### src/rtl/epc_pkg.sv
package epc_pkg;
   localparam int REG_W  = 8;
   // register bit positions
   localparam int B_DIN  = 0;
   localparam int B_DOUT = 1;
   localparam int B_CLK  = 2;
   localparam int B_CS   = 3;
   localparam int B_RDY  = 4;
   localparam int B_REQ  = 5;
   localparam int B_XREQ = 6;
   localparam int B_XACK = 7;

   typedef struct packed {
      logic xreq;
      logic req;
      logic cs;
      logic ck;
      logic dout;
   } ctl_t;
endpackage

### src/rtl/epc_ctl_reg.sv
module epc_ctl_reg
   import epc_pkg::*;
(
   input  logic             clk,
   input  logic             rst_n,
   input  logic             wr_en,
   input  logic [REG_W-1:0] wr_data,
   output ctl_t             ctl,
   output logic             req_drop
);
   ctl_t ctl_q;

   always_ff @(posedge clk or negedge rst_n) begin
      if (!rst_n) begin
         ctl_q <= '0;
      end else if (wr_en) begin
         ctl_q.xreq <= wr_data[B_XREQ];
         ctl_q.req  <= wr_data[B_REQ];
         ctl_q.cs   <= wr_data[B_CS];
         ctl_q.ck   <= wr_data[B_CLK];
         ctl_q.dout <= wr_data[B_DOUT];
      end
   end

   assign ctl      = ctl_q;
   assign req_drop = wr_en & ~wr_data[B_REQ];

   AST_REQ_TRACKS_WRITE: assert property (@(posedge clk) disable iff (!rst_n)
      wr_en |=> (ctl.req == $past(wr_data[B_REQ])));
endmodule

### src/rtl/epc_arbiter.sv
module epc_arbiter (
   input  logic clk,
   input  logic rst_n,
   input  logic req,
   input  logic req_drop,
   input  logic busy,
   output logic grant_set,
   output logic granted
);
   logic own_q;

   assign grant_set = req & ~own_q & ~busy & ~req_drop;

   always_ff @(posedge clk or negedge rst_n) begin
      if (!rst_n)             own_q <= 1'b0;
      else if (req_drop)      own_q <= 1'b0;
      else if (!req)          own_q <= 1'b0;
      else if (grant_set)     own_q <= 1'b1;
   end

   assign granted = own_q;

   AST_GRANT_ONLY_IDLE: assert property (@(posedge clk) disable iff (!rst_n)
      $rose(granted) |-> $past(!busy));
   AST_PENDING_HELD: assert property (@(posedge clk) disable iff (!rst_n)
      (req && busy && !granted) |=> !granted);
   AST_RELEASE_NOW: assert property (@(posedge clk) disable iff (!rst_n)
      req_drop |=> !granted);
endmodule

### src/rtl/epc_ready_timer.sv
module epc_ready_timer #(
   parameter int READY_CYCLES = 80,
   localparam int CNT_W = (READY_CYCLES < 2) ? 1 : $clog2(READY_CYCLES)
) (
   input  logic clk,
   input  logic rst_n,
   input  logic granted,
   input  logic grant_set,
   input  logic release_now,
   input  logic wr_hit,
   output logic ready
);
   localparam logic [CNT_W-1:0] LOAD = CNT_W'(READY_CYCLES - 1);

   logic [CNT_W-1:0] cnt_q;
   logic             rdy_q;

   initial begin
      if (READY_CYCLES < 1) $error("READY_CYCLES must be at least 1");
   end

   always_ff @(posedge clk or negedge rst_n) begin
      if (!rst_n) begin
         rdy_q <= 1'b0;
         cnt_q <= '0;
      end else if (release_now) begin
         rdy_q <= 1'b0;
         cnt_q <= '0;
      end else if (grant_set) begin
         rdy_q <= 1'b1;          // grant report, untimed
         cnt_q <= '0;
      end else if (wr_hit) begin
         rdy_q <= 1'b0;
         cnt_q <= LOAD;
      end else if (granted && !rdy_q) begin
         if (cnt_q == '0) rdy_q <= 1'b1;
         else             cnt_q <= cnt_q - 1'b1;
      end
   end

   assign ready = rdy_q;

   AST_READY_NEEDS_OWN: assert property (@(posedge clk) disable iff (!rst_n)
      ready |-> granted);
   AST_WRITE_DROPS_READY: assert property (@(posedge clk) disable iff (!rst_n)
      (wr_hit && !release_now) |=> !ready);
endmodule

### src/rtl/epc_pin_mux.sv
module epc_pin_mux #(
   parameter int DIN_SYNC_STAGES = 2
) (
   input  logic clk,
   input  logic rst_n,
   input  logic own,
   input  logic cs_bit,
   input  logic ck_bit,
   input  logic dout_bit,
   input  logic ee_do,
   output logic ee_cs,
   output logic ee_sck,
   output logic ee_di,
   output logic din_bit
);
   logic din_s;

   initial begin
      if (DIN_SYNC_STAGES < 0 || DIN_SYNC_STAGES > 4)
         $error("DIN_SYNC_STAGES must be 0..4");
   end

   generate
      if (DIN_SYNC_STAGES == 0) begin : g_direct
         assign din_s = ee_do;
      end else begin : g_sync
         logic [DIN_SYNC_STAGES-1:0] sh_q;
         always_ff @(posedge clk or negedge rst_n) begin
            if (!rst_n) sh_q <= '0;
            else        sh_q <= {sh_q[DIN_SYNC_STAGES-2:0], ee_do};
         end
         assign din_s = sh_q[DIN_SYNC_STAGES-1];
      end
   endgenerate

   assign ee_cs   = own & cs_bit;
   assign ee_sck  = own & ck_bit;
   assign ee_di   = own & dout_bit;
   assign din_bit = own & din_s;

   AST_PINS_IDLE: assert property (@(posedge clk) disable iff (!rst_n)
      !own |-> !(ee_cs || ee_sck || ee_di));
endmodule

### src/rtl/eeprom_port_ctl.sv
module eeprom_port_ctl
   import epc_pkg::*;
#(
   parameter int CLK_PERIOD_PS   = 10000,
   parameter int READY_DELAY_PS  = 800000,
   parameter int DIN_SYNC_STAGES = 2
) (
   input  logic             clk,
   input  logic             rst_n,
   input  logic             wr_en,
   input  logic [REG_W-1:0] wr_data,
   output logic [REG_W-1:0] rd_data,
   input  logic             port_busy,
   output logic             port_own,
   output logic             ext_arb_req,
   input  logic             ext_arb_ack,
   output logic             ee_cs,
   output logic             ee_sck,
   output logic             ee_di,
   input  logic             ee_do
);
   localparam int READY_CYCLES = (READY_DELAY_PS + CLK_PERIOD_PS - 1) / CLK_PERIOD_PS;

   initial begin
      if (CLK_PERIOD_PS <= 0)  $error("CLK_PERIOD_PS must be positive");
      if (READY_DELAY_PS <= 0) $error("READY_DELAY_PS must be positive");
   end

   ctl_t ctl;
   logic req_drop, grant_set, granted, ready, din_bit, wr_hit;

   epc_ctl_reg u_reg (
      .clk(clk), .rst_n(rst_n), .wr_en(wr_en), .wr_data(wr_data),
      .ctl(ctl), .req_drop(req_drop)
   );

   epc_arbiter u_arb (
      .clk(clk), .rst_n(rst_n), .req(ctl.req), .req_drop(req_drop),
      .busy(port_busy), .grant_set(grant_set), .granted(granted)
   );

   assign wr_hit = wr_en & granted & wr_data[B_REQ];

   epc_ready_timer #(.READY_CYCLES(READY_CYCLES)) u_tmr (
      .clk(clk), .rst_n(rst_n), .granted(granted), .grant_set(grant_set),
      .release_now(req_drop), .wr_hit(wr_hit), .ready(ready)
   );

   epc_pin_mux #(.DIN_SYNC_STAGES(DIN_SYNC_STAGES)) u_pin (
      .clk(clk), .rst_n(rst_n), .own(granted), .cs_bit(ctl.cs),
      .ck_bit(ctl.ck), .dout_bit(ctl.dout), .ee_do(ee_do),
      .ee_cs(ee_cs), .ee_sck(ee_sck), .ee_di(ee_di), .din_bit(din_bit)
   );

   always_comb begin
      rd_data          = '0;
      rd_data[B_XACK]  = ext_arb_ack;
      rd_data[B_XREQ]  = ctl.xreq;
      rd_data[B_REQ]   = ctl.req;
      rd_data[B_RDY]   = ready;
      rd_data[B_CS]    = ctl.cs;
      rd_data[B_CLK]   = ctl.ck;
      rd_data[B_DOUT]  = ctl.dout;
      rd_data[B_DIN]   = din_bit;
   end

   assign port_own    = granted;
   assign ext_arb_req = ctl.xreq;

   AST_XREQ_FOLLOWS: assert property (@(posedge clk) disable iff (!rst_n)
      wr_en |=> (ext_arb_req == $past(wr_data[B_XREQ])));
endmodule

### config.mk
export PLATFORM = sky130hd
export DESIGN_NAME = eeprom_port_ctl
export DESIGN_NICKNAME = d
export VERILOG_FILES = /design/src/rtl/epc_pkg.sv /design/src/rtl/epc_ctl_reg.sv /design/src/rtl/epc_arbiter.sv /design/src/rtl/epc_ready_timer.sv /design/src/rtl/epc_pin_mux.sv /design/src/rtl/eeprom_port_ctl.sv
export SDC_FILE = /design/constraint.sdc
export NUM_CORES = 1
export LEC_CHECK = 0
export ABC_AREA = 1
export BUFFER_PORTS_ARGS = -buffer_cell sky130_fd_sc_hd__buf_2
export CORE_MARGIN = 2
export CORE_UTILIZATION = 30
export DETAILED_ROUTE_END_ITERATION = 7
export HOLD_SLACK_MARGIN = 0.02
export RECOVER_POWER = 50
export SYNTH_ARGS = -nofsm -noshare
export SYNTH_HDL_FRONTEND = slang
export SYNTH_SLANG_ARGS = --single-unit
### constraint.sdc
create_clock -name clk -period 1.3 [get_ports clk]
set_input_delay 0.26 -clock clk [delete_from_list [all_inputs] [get_ports clk]]
set_output_delay 0.26 -clock clk [all_outputs]
set_load 0.05 [all_outputs]
-- Yosys cells after proc, flatten, opt, wreduce, memory -nomap -nowiden
Cells that the tools add are included.
- reductions and logical operators: 7
- muxes and demuxes: 13
- bitwise gates (word level): 14
- add/subtract/negate cells: 1
- equal/unequal tests: 2
- operators by type and width (kind ; number):
    7-bit two-way mux ; 5
    1-bit bitwise AND ; 10
    1-bit two-way mux ; 8
    4-bit nonzero test ; 2
    7-bit logical NOT ; 1
    7-bit by 1-bit subtractor with 7-bit output (second input constant) ; 1
    4-bit by 3-bit inequality test with 1-bit output (second input constant) ; 1
    1-bit NOT ; 4
    2-bit AND reduction ; 2
    3-bit by 2-bit inequality test with 1-bit output (second input constant) ; 1
    1-bit logical AND ; 1
    1-bit logical NOT ; 1
- output and inout bits: 13
- input bits: 14
- logic and storage cells: 46
- register bits: 16

-- Longest topological paths before layout
- word-level depth: 7
- mapped depth: 10
- gate-level depth less buffers: 10

-- By module
Synthesis repeated with hierarchy kept, for this count alone.
- cell total of the unflattened synthesis: 122
- area, all modules: 903.4 um^2
- modules (own cells, without submodules) (module ; seq. area each (um^2) ; area each (um^2) ; instances ; cells an instance):
    epc_ready_timer ; 200.2 ; 535.5 ; 1 ; 74
    epc_ctl_reg ; 125.1 ; 188.9 ; 1 ; 22
    epc_pin_mux ; 50.0 ; 80.1 ; 1 ; 10
    epc_arbiter ; 25.0 ; 55.1 ; 1 ; 9
    eeprom_port_ctl ; 0.0 ; 43.8 ; 1 ; 7

-- Worst setup path before layout
OpenSTA, ideal clock, no wires.
- path kind: reg2reg
- start point: register u_arb.own_q (netlist: u_arb.granted)
- end point: register u_tmr.cnt_q[3]
- data arrival time: 1.333 ns
- cell stages (with the launch flop): 8
- clock period less this slack: 1.450 ns
- path slack: -0.150 ns
- cells stage by stage: dfrtp_1 > inv_2 > nor2_1 > nand2_2 > nand2_4 > inv_4 > nand2_1 > nand2_1
- cells in the longest elaborated chain, start to end: 6
- elaborated cells on any way between the ends: 13
- ends and longest elaborated chain (item ; line ; RTL):
    start: declaration ; epc_arbiter.sv:10 ; logic own_q;
    start signal: assignment ; epc_arbiter.sv:15 ; if (!rst_n) own_q <= 1'b0;
    start signal: assignment ; epc_arbiter.sv:16 ; else if (req_drop) own_q <= 1'b0;
    start signal: assignment ; epc_arbiter.sv:17 ; else if (!req) own_q <= 1'b0;
    1-bit NOT ; epc_arbiter.sv:12 ; assign grant_set = req & ~own_q & ~busy & ~req_drop;
    1-bit bitwise AND (3 in a row) ; epc_arbiter.sv:12 ;
    4-bit by 3-bit inequality test with 1-bit output (no line) (tied with other cells) ; n/a ;
    2-bit AND reduction (no line) / 7-bit two-way mux (equally long branches) ; n/a ;
    end signal: assignment ; epc_ready_timer.sv:37 ; else cnt_q <= cnt_q - 1'b1;
    end: declaration ; epc_ready_timer.sv:15 ; logic [CNT_W-1:0] cnt_q;
Parallel ways exist; a longest one is shown, timed or not.
A chain may end at the register's enable or synchronous reset.

-- Worst setup path after layout
- start point: register u_arb.own_q (netlist: u_arb.granted)
- end point: output port ee_cs
- cells in the longest elaborated chain, start to end: 1
- ends and longest elaborated chain (item ; line ; RTL):
    1-bit bitwise AND ; epc_pin_mux.sv:36 ; assign ee_cs = own & cs_bit;
    end: declaration ; eeprom_port_ctl.sv:17 ; output logic ee_cs,
No other way between the ends.

==> metrics.yaml <==
outcome:
  status: "finished with violations"
  violations: "setup timing"
routing:
  first_pass_iters: 4
  post_drt_wl_per_cell_um: 10.41
  dr_total_vias: 804
  drt_iter0_drc: 9
  drt_wl_total_um: 1812
  vias_per_cell: 4.621
  drc_errors: 0
  final_antenna_net_count: 0
global_route:
  grt_use_total: 0.1222
  grt_max_degree: 17
  grt_pass1_vias: 801
  antenna_found_initial: 0
  grt_pass1_wl_um: 3229
  grt_overflow: 0
yosys:
  yosysTopAreaCellShare: 0.4354
  ys_top_cells_by_count: "27 x nand2_1, 16 x dfrtp_1, 16 x inv_1"
  yosysWarnings: 0
  syn-cell-area_um2: 919.6
  async_flop_share: 1.000
  synth.area.top_cells: "dfrtp_1 44%, nand2_1 11%, nand3_1 7.1%"
  synthCells: 115
  synth_ff_type: "dfrtp_1"
  yosys.cell_count.top_type: "nand2_1"
  syn-num-nets: 131
  synth_top_cell_by_area: "dfrtp_1"
  synth_edf_count: 0
  ys_seq_area_frac: 0.4354
  ys_ff_latch: 16
  avgSynthCellArea_um2: 7.997
  synth.distinct_cells: 21
sta:
  postLayoutSetupSlackWorst_ns: -0.02983
  clock.fmax_mhz: 752.0
  worst_pin_slew_ns: 0.4052
  timing.final.crit_share: 1.023
  hold_violations: 0
  grt_setup_unrepaired: "true"
  report.final.slew_viol_count: 0
  relSlewSlack: 0.7298
  finalClockSkew_ns: 0.009365
  hold_ws_ns: 0.06792
  fin_crit_ns: 1.330
  setup_viol: 4
clocking:
  clock_latency_ns: 0.30
  path_clk_slew_ns: 0.09
  cts_tree: "done"
  cts_buffers: 3
  cts_root_buf: "clkbuf_4"
  htreeDepth: 1
  clock_path_buffers: 2
  cts_num_sinks: 16
die:
  dieArea_um2: 3524
  fp.dieW_um: 59.37
  rows: 20
  pin_count: 27
  coreArea_um2: 2978
  start_util: 0.3088
  die_y_um: 59.37
hold_path:
  hp-class: "in -> reg"
setup_path:
  cp.arrival_ns: 1.07
  critPathKind: "reg -> out"
  critPathRequiredTime_ns: 1.04
  startpoint_type: "flop"
  end_kind: "output pin"
  cp_max_fo: 5
cells_and_area:
  area_growth_pct: 32.25
  fill_cells: 309
  antenna_cells: 0
  drive_gt1_frac: 0.4681
  fin_nets: 158
pwr:
  total_power_mw: 2.082
  ir_worst_vdd_mv: 0.5412
  p_per_area_nw_per_um2: 1712
  p_leak_nw: 0.6467
job:
  drv_cap: 0
placed_design:
  place_congestion: 0.8540
  dp.final_hpwl_um: 1365
  port_buffers: 21
metrics by stage:
stage | instance area (um2) | TNS [ns] | std cells | utilization | setup slack (ns)
2_1_floorplan | 920.9 | 0 | 115 | - | 0.01762
3_3_place_gp | 1055 | -0.07660 | 167 | 0.3542 | -0.01989
3_5_place_dp | 1055 | -0.2209 | 167 | 0.3542 | -0.05304
4_1_cts | 1180 | -0.1411 | 174 | 0.3962 | -0.03319
5_1_grt | 1216 | -0.9131 | 174 | 0.4084 | -0.1000
6_report | 1216 | -0.1165 | 174 | 0.4084 | -0.02983
cell usage in the layout, fill, tap and decap left out, types with 2 or more instances in the layout:
cell	n
nand3b_1	2
inv_1	9
nand4_1	3
clkbuf_4	5
buf_8	2
inv_2	8
buf_4	8
nand2_4	3
nor2_4	2
buf_2	13
buf_6	4
nand3_1	13
nand2_1	21
nor2_2	3
mux2_2	4
nand2_2	6
nor2_1	8
dfrtp_1	15
final timing paths:
| kind | cells past startpoint | slack, ns | from | endpoint |
|---|---|---|---|---|
| max | 4 | -0.03 | u_arb.granted | ee_cs |
| min | 1 | 0.07 | ee_do | u_pin.g_sync.sh_q[0] |
| max reg2reg | 7 | 0 | u_tmr.cnt_q[5] | u_tmr.cnt_q[0] |
| min reg2reg | 0 | 0.36 | u_pin.g_sync.sh_q[0] | u_pin.g_sync.sh_q[1] |
| max in group asynchronous | 2 | 0.58 | rst_n | u_arb.granted |
| min in group asynchronous | 2 | 0.41 | rst_n | u_tmr.cnt_q[3] |
critical path, cell delays in order (launching register included):
cell	delay [ns]
dfrtp_2	0.42
buf_6	0.14
nand2_2	0.06
inv_2	0.03
buf_6	0.14
where the power goes:
part           internal [mW]  switching, mW  total [mW]
registers              0.597         0.0908       0.688
logic                  0.446          0.604        1.05
clock network          0.171          0.173       0.344
total                   1.21          0.867        2.08
state kept, by name, indices dropped and copies added (netlist names):
| name | flops |
|---|---|
| u_tmr.ready | 1 |
| u_pin.g_sync.sh_q | 2 |
| u_arb.granted | 1 |
| u_tmr.cnt_q | 7 |
| u_reg.ctl | 5 |
timing repair:
item	4_1_cts	5_1_grt
resized for setup	26	12
endpoints found under the hold margin	16	0
gates cloned	0	0
hold buffers	1	0
pin swaps	4	5
setup buffers	2	0
endpoints found under the setup margin	10	13
per-layer routing:
layer,global-route usage,share of wire,vias up
li1,-,-,402
met1,0.1345,0.43,373
met2,0.2198,0.50,25
met3,0.01310,0.042,4
met4,0.07792,0.022,0
met5,0,0,-
layout make-up:
class / instances / area, um2 / area share
Sequential cell: 16 / 401.6 / 0.3302
Inverter: 18 / 70.07 / 0.05761
Tap cell: 33 / 41.29 / 0.03395
Clock buffer: 4 / 36.28 / 0.02984
Timing Repair Buffer: 31 / 230.2 / 0.1893
Multi-Input combinational cell: 72 / 436.7 / 0.3591
logic make-up (layout without fill, tap and decap cells):
kind of cell / count (synthesis) / in the layout / synth area share
buf+inv: 27 / 53 / 0.1469
flops: 16 / 16 / 0.4354
fa+ha+maj: 2 / 2 / 0.02721
mux: 4 / 4 / 0.04898
compound gates: 3 / 3 / 0.01632
simple gates: 63 / 63 / 0.3252
Power figures use the tool's default switching activity.
